$ cat src/rtl/codec_irq_pkg.sv
// Package: shared constants and the interrupt form encoding.
// Assumes: register data path of 8 bits, form field in the top two bits.
package codec_irq_pkg;
    typedef enum logic [1:0] {
        FORM_LVL_HI = 2'd0,
        FORM_LVL_LO = 2'd1,
        FORM_PLS_HI = 2'd2,
        FORM_PLS_LO = 2'd3
    } irq_form_e;

    localparam int FORM_W = 2;
endpackage

$ cat src/rtl/codec_irq_flags.sv
// Module: sticky event flags with write-one-to-clear.
// Assumes: events are one-cycle pulses; a set in the same cycle as a clear wins.
module codec_irq_flags #(
    parameter int NUM_SRC = 7
) (
    input  logic               clk,
    input  logic               rst_n,
    input  logic [NUM_SRC-1:0] evt_i,
    input  logic               clr_we_i,
    input  logic [NUM_SRC-1:0] clr_bits_i,
    output logic [NUM_SRC-1:0] flags_o
);
    logic [NUM_SRC-1:0] flags_q;

    for (genvar k = 0; k < NUM_SRC; k++) begin : g_bit
        // Per-source flag: set by event, cleared by a one written to its bit.
        always_ff @(posedge clk) begin
            if (!rst_n)
                flags_q[k] <= 1'b0;
            else if (evt_i[k])
                flags_q[k] <= 1'b1;
            else if (clr_we_i && clr_bits_i[k])
                flags_q[k] <= 1'b0;
        end
    end

    assign flags_o = flags_q;

    // every event pulse leaves its flag set on the next cycle
    p_evt_sets_r2: assert property (@(posedge clk) disable iff (!rst_n)
        (|evt_i) |=> ((flags_q & $past(evt_i)) == $past(evt_i)));

    // a bit written one without a coincident event is clear afterwards
    p_w1c_clears_r3: assert property (@(posedge clk) disable iff (!rst_n)
        clr_we_i |=> ((flags_q & $past(clr_bits_i & ~evt_i)) == '0));

    // without a write, set flags remain set
    p_sticky_r2: assert property (@(posedge clk) disable iff (!rst_n)
        !clr_we_i |=> ((flags_q & $past(flags_q)) == $past(flags_q)));

    // event and clear on the same bit leave it set
    p_set_wins_r4: assert property (@(posedge clk) disable iff (!rst_n)
        (clr_we_i && |(evt_i & clr_bits_i)) |=>
            ((flags_q & $past(evt_i & clr_bits_i)) == $past(evt_i & clr_bits_i)));
endmodule

$ cat src/rtl/codec_irq_cfg.sv
// Module: mask register and interrupt form control register.
// Assumes: mask resets to all ones (every source masked), form resets to level high.
module codec_irq_cfg #(
    parameter int NUM_SRC = 7,
    parameter int DATA_W  = 8
) (
    input  logic                        clk,
    input  logic                        rst_n,
    input  logic                        wr_mask_i,
    input  logic                        wr_ctrl_i,
    input  logic [DATA_W-1:0]           wdata_i,
    output logic [NUM_SRC-1:0]          mask_o,
    output codec_irq_pkg::irq_form_e    form_o
);
    import codec_irq_pkg::*;
    localparam int FORM_LSB = DATA_W - FORM_W;

    logic [NUM_SRC-1:0] mask_q;
    irq_form_e          form_q;

    // Mask register: only the implemented source bits are stored.
    always_ff @(posedge clk) begin
        if (!rst_n)
            mask_q <= '1;
        else if (wr_mask_i)
            mask_q <= wdata_i[NUM_SRC-1:0];
    end

    // Control register: only the form field is stored.
    always_ff @(posedge clk) begin
        if (!rst_n)
            form_q <= FORM_LVL_HI;
        else if (wr_ctrl_i)
            form_q <= irq_form_e'(wdata_i[DATA_W-1:FORM_LSB]);
    end

    assign mask_o = mask_q;
    assign form_o = form_q;

    // a mask write is stored as written
    p_mask_store_r5: assert property (@(posedge clk) disable iff (!rst_n)
        wr_mask_i |=> (mask_q == $past(wdata_i[NUM_SRC-1:0])));

    // without a control write the form holds
    p_form_hold_r9: assert property (@(posedge clk) disable iff (!rst_n)
        !wr_ctrl_i |=> $stable(form_q));
endmodule

$ cat src/rtl/codec_irq_out.sv
// Module: pending detection and output shaping (level or one-cycle pulse, either polarity).
// Assumes: pulse forms fire on the rising edge of pending, tracked by one register.
module codec_irq_out #(
    parameter int NUM_SRC = 7
) (
    input  logic                     clk,
    input  logic                     rst_n,
    input  logic [NUM_SRC-1:0]       flags_i,
    input  logic [NUM_SRC-1:0]       mask_i,
    input  codec_irq_pkg::irq_form_e form_i,
    output logic                     pending_o,
    output logic                     irq_o
);
    import codec_irq_pkg::*;

    logic pend_q;
    logic pend;
    logic rise;

    // Pending: any unmasked flag.
    always_comb pend = |(flags_i & ~mask_i);

    // Previous pending state for edge detection.
    always_ff @(posedge clk) begin
        if (!rst_n)
            pend_q <= 1'b0;
        else
            pend_q <= pend;
    end

    // Output former selected by the form field.
    always_comb begin
        rise = pend & ~pend_q;
        unique case (form_i)
            FORM_LVL_HI: irq_o = pend;
            FORM_LVL_LO: irq_o = ~pend;
            FORM_PLS_HI: irq_o = rise;
            FORM_PLS_LO: irq_o = ~rise;
            default:     irq_o = pend;
        endcase
    end

    assign pending_o = pend;

    // a high pulse lasts a single cycle while the form stays at 2
    p_pulse_hi_one_r8: assert property (@(posedge clk) disable iff (!rst_n)
        (form_i == FORM_PLS_HI && irq_o) |=> (form_i != FORM_PLS_HI || !irq_o));

    // a low pulse lasts a single cycle while the form stays at 3
    p_pulse_lo_one_r8: assert property (@(posedge clk) disable iff (!rst_n)
        (form_i == FORM_PLS_LO && !irq_o) |=> (form_i != FORM_PLS_LO || irq_o));
endmodule

$ cat src/rtl/codec_irq_unit.sv
// Module: top of the codec interrupt flag and mask unit.
// Assumes: read strobes are one-hot when used; flag read has priority otherwise.
module codec_irq_unit #(
    parameter int NUM_SRC = 7,
    parameter int DATA_W  = 8
) (
    input  logic               clk,
    input  logic               rst_n,
    input  logic [NUM_SRC-1:0] evt_i,
    input  logic               wr_flag_i,
    input  logic               wr_mask_i,
    input  logic               wr_ctrl_i,
    input  logic [DATA_W-1:0]  wdata_i,
    input  logic               rd_flag_i,
    input  logic               rd_mask_i,
    input  logic               rd_ctrl_i,
    output logic [DATA_W:0]    rdata_o,
    output logic               irq_o
);
    import codec_irq_pkg::*;
    localparam int PAD_W    = DATA_W - NUM_SRC;
    localparam int FORM_LSB = DATA_W - FORM_W;

    logic [NUM_SRC-1:0] flags;
    logic [NUM_SRC-1:0] mask;
    irq_form_e          form;
    logic               pending;

    codec_irq_flags #(.NUM_SRC(NUM_SRC)) u_flags (
        .clk        (clk),
        .rst_n      (rst_n),
        .evt_i      (evt_i),
        .clr_we_i   (wr_flag_i),
        .clr_bits_i (wdata_i[NUM_SRC-1:0]),
        .flags_o    (flags)
    );

    codec_irq_cfg #(.NUM_SRC(NUM_SRC), .DATA_W(DATA_W)) u_cfg (
        .clk       (clk),
        .rst_n     (rst_n),
        .wr_mask_i (wr_mask_i),
        .wr_ctrl_i (wr_ctrl_i),
        .wdata_i   (wdata_i),
        .mask_o    (mask),
        .form_o    (form)
    );

    codec_irq_out #(.NUM_SRC(NUM_SRC)) u_out (
        .clk       (clk),
        .rst_n     (rst_n),
        .flags_i   (flags),
        .mask_i    (mask),
        .form_i    (form),
        .pending_o (pending),
        .irq_o     (irq_o)
    );

    // Read mux: selected register in the low byte, pending state on top.
    always_comb begin
        rdata_o = '0;
        if (rd_flag_i)
            rdata_o[DATA_W-1:0] = {{PAD_W{1'b0}}, flags};
        else if (rd_mask_i)
            rdata_o[DATA_W-1:0] = {{PAD_W{1'b1}}, mask};
        else if (rd_ctrl_i)
            rdata_o[DATA_W-1:FORM_LSB] = form;
        rdata_o[DATA_W] = pending;
    end

    // level-high form follows unmasked flags from separate registers
    p_level_hi_r7: assert property (@(posedge clk) disable iff (!rst_n)
        (form == FORM_LVL_HI) |-> (irq_o == |(flags & ~mask)));

    // a fully masked flag set never shows as pending
    p_masked_quiet_r6: assert property (@(posedge clk) disable iff (!rst_n)
        (&mask) |-> !rdata_o[DATA_W]);
endmodule

$ cat config.mk
export PLATFORM = sky130hd
export DESIGN_NAME = codec_irq_unit
export DESIGN_NICKNAME = d
export VERILOG_FILES = /design/src/rtl/codec_irq_pkg.sv /design/src/rtl/codec_irq_flags.sv /design/src/rtl/codec_irq_cfg.sv /design/src/rtl/codec_irq_out.sv /design/src/rtl/codec_irq_unit.sv
export SDC_FILE = /design/constraint.sdc
export NUM_CORES = 1
export LEC_CHECK = 0
export BUFFER_PORTS_ARGS = -buffer_cell sky130_fd_sc_hd__clkbuf_2
export CORE_ASPECT_RATIO = 1.1
export CORE_MARGIN = 2
export CORE_UTILIZATION = 46
export DETAILED_ROUTE_END_ITERATION = 10
export PLACE_DENSITY_LB_ADDON = 0.3
export SLEW_MARGIN = 15
export SYNTH_ARGS = -nofsm -noshare
export SYNTH_HDL_FRONTEND = slang
export SYNTH_SLANG_ARGS = --single-unit
export TNS_END_PERCENT = 20
$ cat constraint.sdc
create_clock -name clk -period 1.43 [get_ports clk]
set_input_delay 0.286 -clock clk [delete_from_list [all_inputs] [get_ports clk]]
set_output_delay 0.286 -clock clk [all_outputs]
set_load 0.005 [all_outputs]
* Word-level counts from Yosys, hierarchy flattened *
Index checks and enable logic that the tools add are counted.

storage, ports and cells
  register bits after elaboration = 17
  output and inout port bits = 10
  logic and storage cells = 54

operators by class
  eq/ne operators = 3
  muxes and demuxes = 19
  bitwise gates (word level) = 6
  reductions and logical operators = 16

operator list
  operator                                              count
  2-to-1 mux 1 bit                                      14
  nonzero test 2 bit                                    7
  2-to-1 mux 8 bit                                      1
  bitwise AND 7 bit                                     1
  logical AND 1 bit                                     7
  NOT 7 bit                                             1
  OR reduction 7 bit                                    1
  2-to-1 mux 6 bit                                      1
  equality test 2 bit (second input constant)           2
  2-to-1 mux 2 bit                                      2
  case mux 1 bit (4 select lines)                       1
  NOT 1 bit                                             3
  equality test 2 x 1 -> 1 bit (second input constant)  1
  logical NOT 2 bit                                     1
  bitwise AND 1 bit                                     1

* Longest topological paths before layout *
  word-level depth = 6
  depth in mapped cells = 4
  depth with buffers taken out = 4

* Cells and area by module *
A second synthesis with hierarchy kept.

unflattened totals
  cell total of the unflattened synthesis = 88
  area total of the unflattened synthesis = 818.3 sq um

modules (own cells, without submodules)
  module           instances  cells each  area an instance (sq um)
  codec_irq_cfg    1          29          325.3
  codec_irq_flags  1          28          245.2
  codec_irq_out    1          14          132.6
  codec_irq_unit   1          17          115.1

* Worst setup path before layout *
No wires, ideal clock.

  path kind = reg-to-output
  from = reg u_flags.flags_q[2] (netlist: u_flags.flags_o[2])
  to = out irq_o
  arrival = 1073 ps
  data required time = 1144 ps
  slack = 71 ps
  stages on the path, launching flop included = 5
  path through = dfxtp_1 nor2b_4 a2111oi_4 a41oi_1 xor2_1

on the way
  cells in the longest elaborated chain, start to end = 5

RTL lines
  what                                 RTL line               source
  start, declared                      codec_irq_flags.sv:13  logic [NUM_SRC-1:0] flags_q;
  start signal, assigned by index      codec_irq_flags.sv:19  flags_q[k] <= 1'b0;
  start signal, assigned by index      codec_irq_flags.sv:21  flags_q[k] <= 1'b1;
  start signal, assigned by index      codec_irq_flags.sv:23  flags_q[k] <= 1'b0;
  bitwise AND 7 bit (*)                codec_irq_out.sv:21    always_comb pend = |(flags_i & ~mask_i);
  OR reduction 7 bit (*)               codec_irq_out.sv:21
  bitwise AND 1 bit                    codec_irq_out.sv:33    rise = pend & ~pend_q;
  NOT 1 bit                            codec_irq_out.sv:38    FORM_PLS_LO: irq_o = ~rise;
  case mux 1 bit (4 select lines) (*)  codec_irq_out.sv:34    unique case (form_i)
  end, declared                        codec_irq_unit.sv:18   output logic irq_o

Mark *: on every way between the ends. The rest lies on a longest branch, timed or not.

* Final worst setup path *
Ends and elaborated chain as after synthesis.

==> results.json <==
{
  "status": "complete, but fails checks",
  "violations": "negative setup slack",
  "portBuffers": 32,
  "place_area_um2": 1008,
  "yosys_register_bits": 17,
  "setup_viol": 2,
  "hold_buffers": 0,
  "worst-setup-path-type": "reg -> out",
  "max_freq_ghz": 0.5551,
  "p_leak_nw": 0.5157,
  "coreArea_um2": 1614,
  "syn_to_final_growth_pct": 27.85,
  "via_count": 750,
  "hold_depth": 3,
  "dr.pass1.iters": 4,
  "endpoint_kind": "primary output",
  "finalPower_mw": 0.9704,
  "synth.avg_cell_area_um2": 8.215,
  "htreeDepth": 1,
  "die_w_um": 44.09,
  "clock-sinks": 17,
  "wl_mm": 1.700,
  "power_density_nw_per_um2": 933.3,
  "finalClockSkew_ns": 0.005588,
  "diodes": 0,
  "ant_nets": 0,
  "gr-usage-met2_pct": 34.12,
  "cts_buffers": 3,
  "fin_cells": 152,
  "avgRoutedWirePerCell_um": 11.18,
  "hold_path_class": "in -> reg",
  "max_cap_violations": 0,
  "synth_area_um2": 813.3,
  "layout_commonest_cell": "clkbuf_2",
  "top_usage_layer": "met2",
  "grt_pass1_wl_mm": 2.960,
  "syn_inst": 99,
  "placedCellCount": 148,
  "critPathLaunchType": "register",
  "finalCriticalPeriod_ns": 1.801,
  "arrival_ns": 1.52,
  "grt_pass1_vias": 696,
  "drt_iter0_drc": 15,
  "clockBufferDepth": 2,
  "tightest_slew_ns": 0.2915,
  "hold_slack_ns": 0.2221,
  "initial_core_util_pct": 50.39,
  "drc_errors": 0,
  "finish.instance_area_um2": 1040,
  "ys_seq_area_share_pct": 41.85,
  "dieHeight_um": 48.10,
  "grt_max_degree": 18,
  "crit_chain": "nor2b_4 -> a2111oi_4 -> a41oi_1 -> xor2_1 -> clkbuf_2",
  "max-slew-margin-rel_pct": 80.57,
  "cts_tree": "yes",
  "r2r_end": "u_out.pend_q",
  "critPathSlowestCell": "a2111oi_4",
  "track_usage_pct": 19.28,
  "critPathMaxStageDelay_ns": 0.33,
  "placementRows": 15,
  "gp_congestion": 0.7396,
  "reg2reg_from": "u_flags.flags_o[2]",
  "reg2reg_depth": 4,
  "io_pins": 33,
  "die_area_um2": 2121,
  "yosysWarnings": 0,
  "nets": 159,
  "clock_latency_ns": 0.28,
  "cp_max_fo": 2,
  "cp_top_family": "compound AO/OA/AOI/OAI gates",
  "met1_usage_pct": 23.18,
  "setup_tns_ns": -0.5914,
  "cts_root_buf": "clkbuf_4",
  "peakVddDrop_v": 0.0006551,
  "drive_gt1_share_pct": 34.81,
  "worst-path-buf-inv": 1,
  "via_per_inst": 4.934,
  "post-cts-setup-buffer-count": 0,
  "mostFrequentLayoutCells": "clkbuf_2, nand2_1, dfxtp_1",
  "hold_violations": 0,
  "holdPathEnd": "u_flags.flags_o[0]",
  "hold_start": "evt_i[0]",
  "rsz0062_at_grt": "yes",
  "reg2reg_slack_ns": 0.21,
  "syn_nets": 122,
  "met3_usage_pct": 3.333,
  "ys_types": 19,
  "grt-ovfl-total": 0,
  "slew_viol_final": 0,
  "place_hpwl_mm": 1.331,
  "clkTransAtPathRegs_ns": 0.10,
  "finalWorstSetupSlack_ns": -0.3715,
  "fin_crit_sh_pct": 126.0,
  "worstPathRequired_ns": 1.14,
  "antenna_found_initial": 0
}
## tightest hold or removal path: stages
cell and delay (ns):
clkbuf_2 0.07, a21oi_1 0.03, nor2b_1 0.08
## worst max path at each step
stage / startpoint / to / cells past startpoint
after floorplan: u_flags.flags_o[2] / irq_o / 4
after global placement: u_flags.flags_o[2] / irq_o / 5
after detailed placement: u_flags.flags_o[2] / irq_o / 5
after CTS: u_cfg.mask_o[3] / irq_o / 5
after global routing: u_flags.flags_o[2] / irq_o / 5
final: u_flags.flags_o[2] / irq_o / 5
## cell usage after synthesis
master / count / area share, %
a21oi_1: 9 / 5.5
a41oi_1: 1 / 1.1
nand2_1: 28 / 13
clkbuf_1: 3 / 1.4
nor2b_4: 1 / 1.7
nor2_1: 2 / 0.92
nand2b_1: 3 / 2.3
a2111oi_4: 1 / 3.4
inv_2: 1 / 0.46
buf_4: 1 / 0.92
dfxtp_1: 17 / 42
nor2b_1: 11 / 8.5
and2_1: 2 / 1.5
mux2i_1: 8 / 9.8
nand4_1: 1 / 0.77
buf_2: 1 / 0.61
xor2_1: 1 / 1.1
o21ai_0: 7 / 4.3
o211ai_1: 1 / 0.92
## layer usage
layer | part of all wire [%] | vias to the layer above
met5 | 0 | -
met4 | 0.71 | 0
met3 | 6.2 | 2
met2 | 47 | 23
met1 | 46 | 328
li1 | - | 397
## registers in the layout, indices dropped and copies added, names as in the netlist
register	cells
u_flags.flags_o	7
u_cfg.mask_o	7
u_out.pend_q	1
u_cfg.form_o	2
## power breakdown
| group | internal [mW] | switching [mW] | total [mW] | leakage [nW] |
|---|---|---|---|---|
| Clock | 0.104 | 0.141 | 0.245 | 0.0177 |
| Sequential | 0.507 | 0.0214 | 0.528 | 0.141 |
| Combinational | 0.105 | 0.0923 | 0.198 | 0.357 |
| Total | 0.716 | 0.255 | 0.970 | 0.516 |
## metrics by stage
stage / worst slack, ns / util, %
final: -0.3715 / 64.42
after detailed placement: -0.08152 / 62.48
after CTS: -0.4103 / 64.26
after global routing: -0.4673 / 64.42
after global placement: -0.06848 / 62.48
after floorplan: 0.07084 / -
## area by class of cell
class                      instances  area [um2]
inverter                           1       3.754
timing repair buffer              37       197.7
clock buffer                       3       22.52
clock inverter                     1       5.005
tap                               17       21.27
sequential                        17       344.1
multi-input combinational         76       445.4
fill                             140       574.3
## logic make-up after synthesis
family / count (synthesis) / synth area share, %
compound gates: 19 / 15.23
xor+xnor: 1 / 1.077
buf+inv: 6 / 3.384
flops: 17 / 41.85
mux: 8 / 9.847
simple gates: 48 / 28.62
## timing repair
action	4_1_cts	5_1_grt
pin swaps	0	0
setup endpoints to repair	3	5
resized for setup	1	4
(Power assumes the default switching activity.)
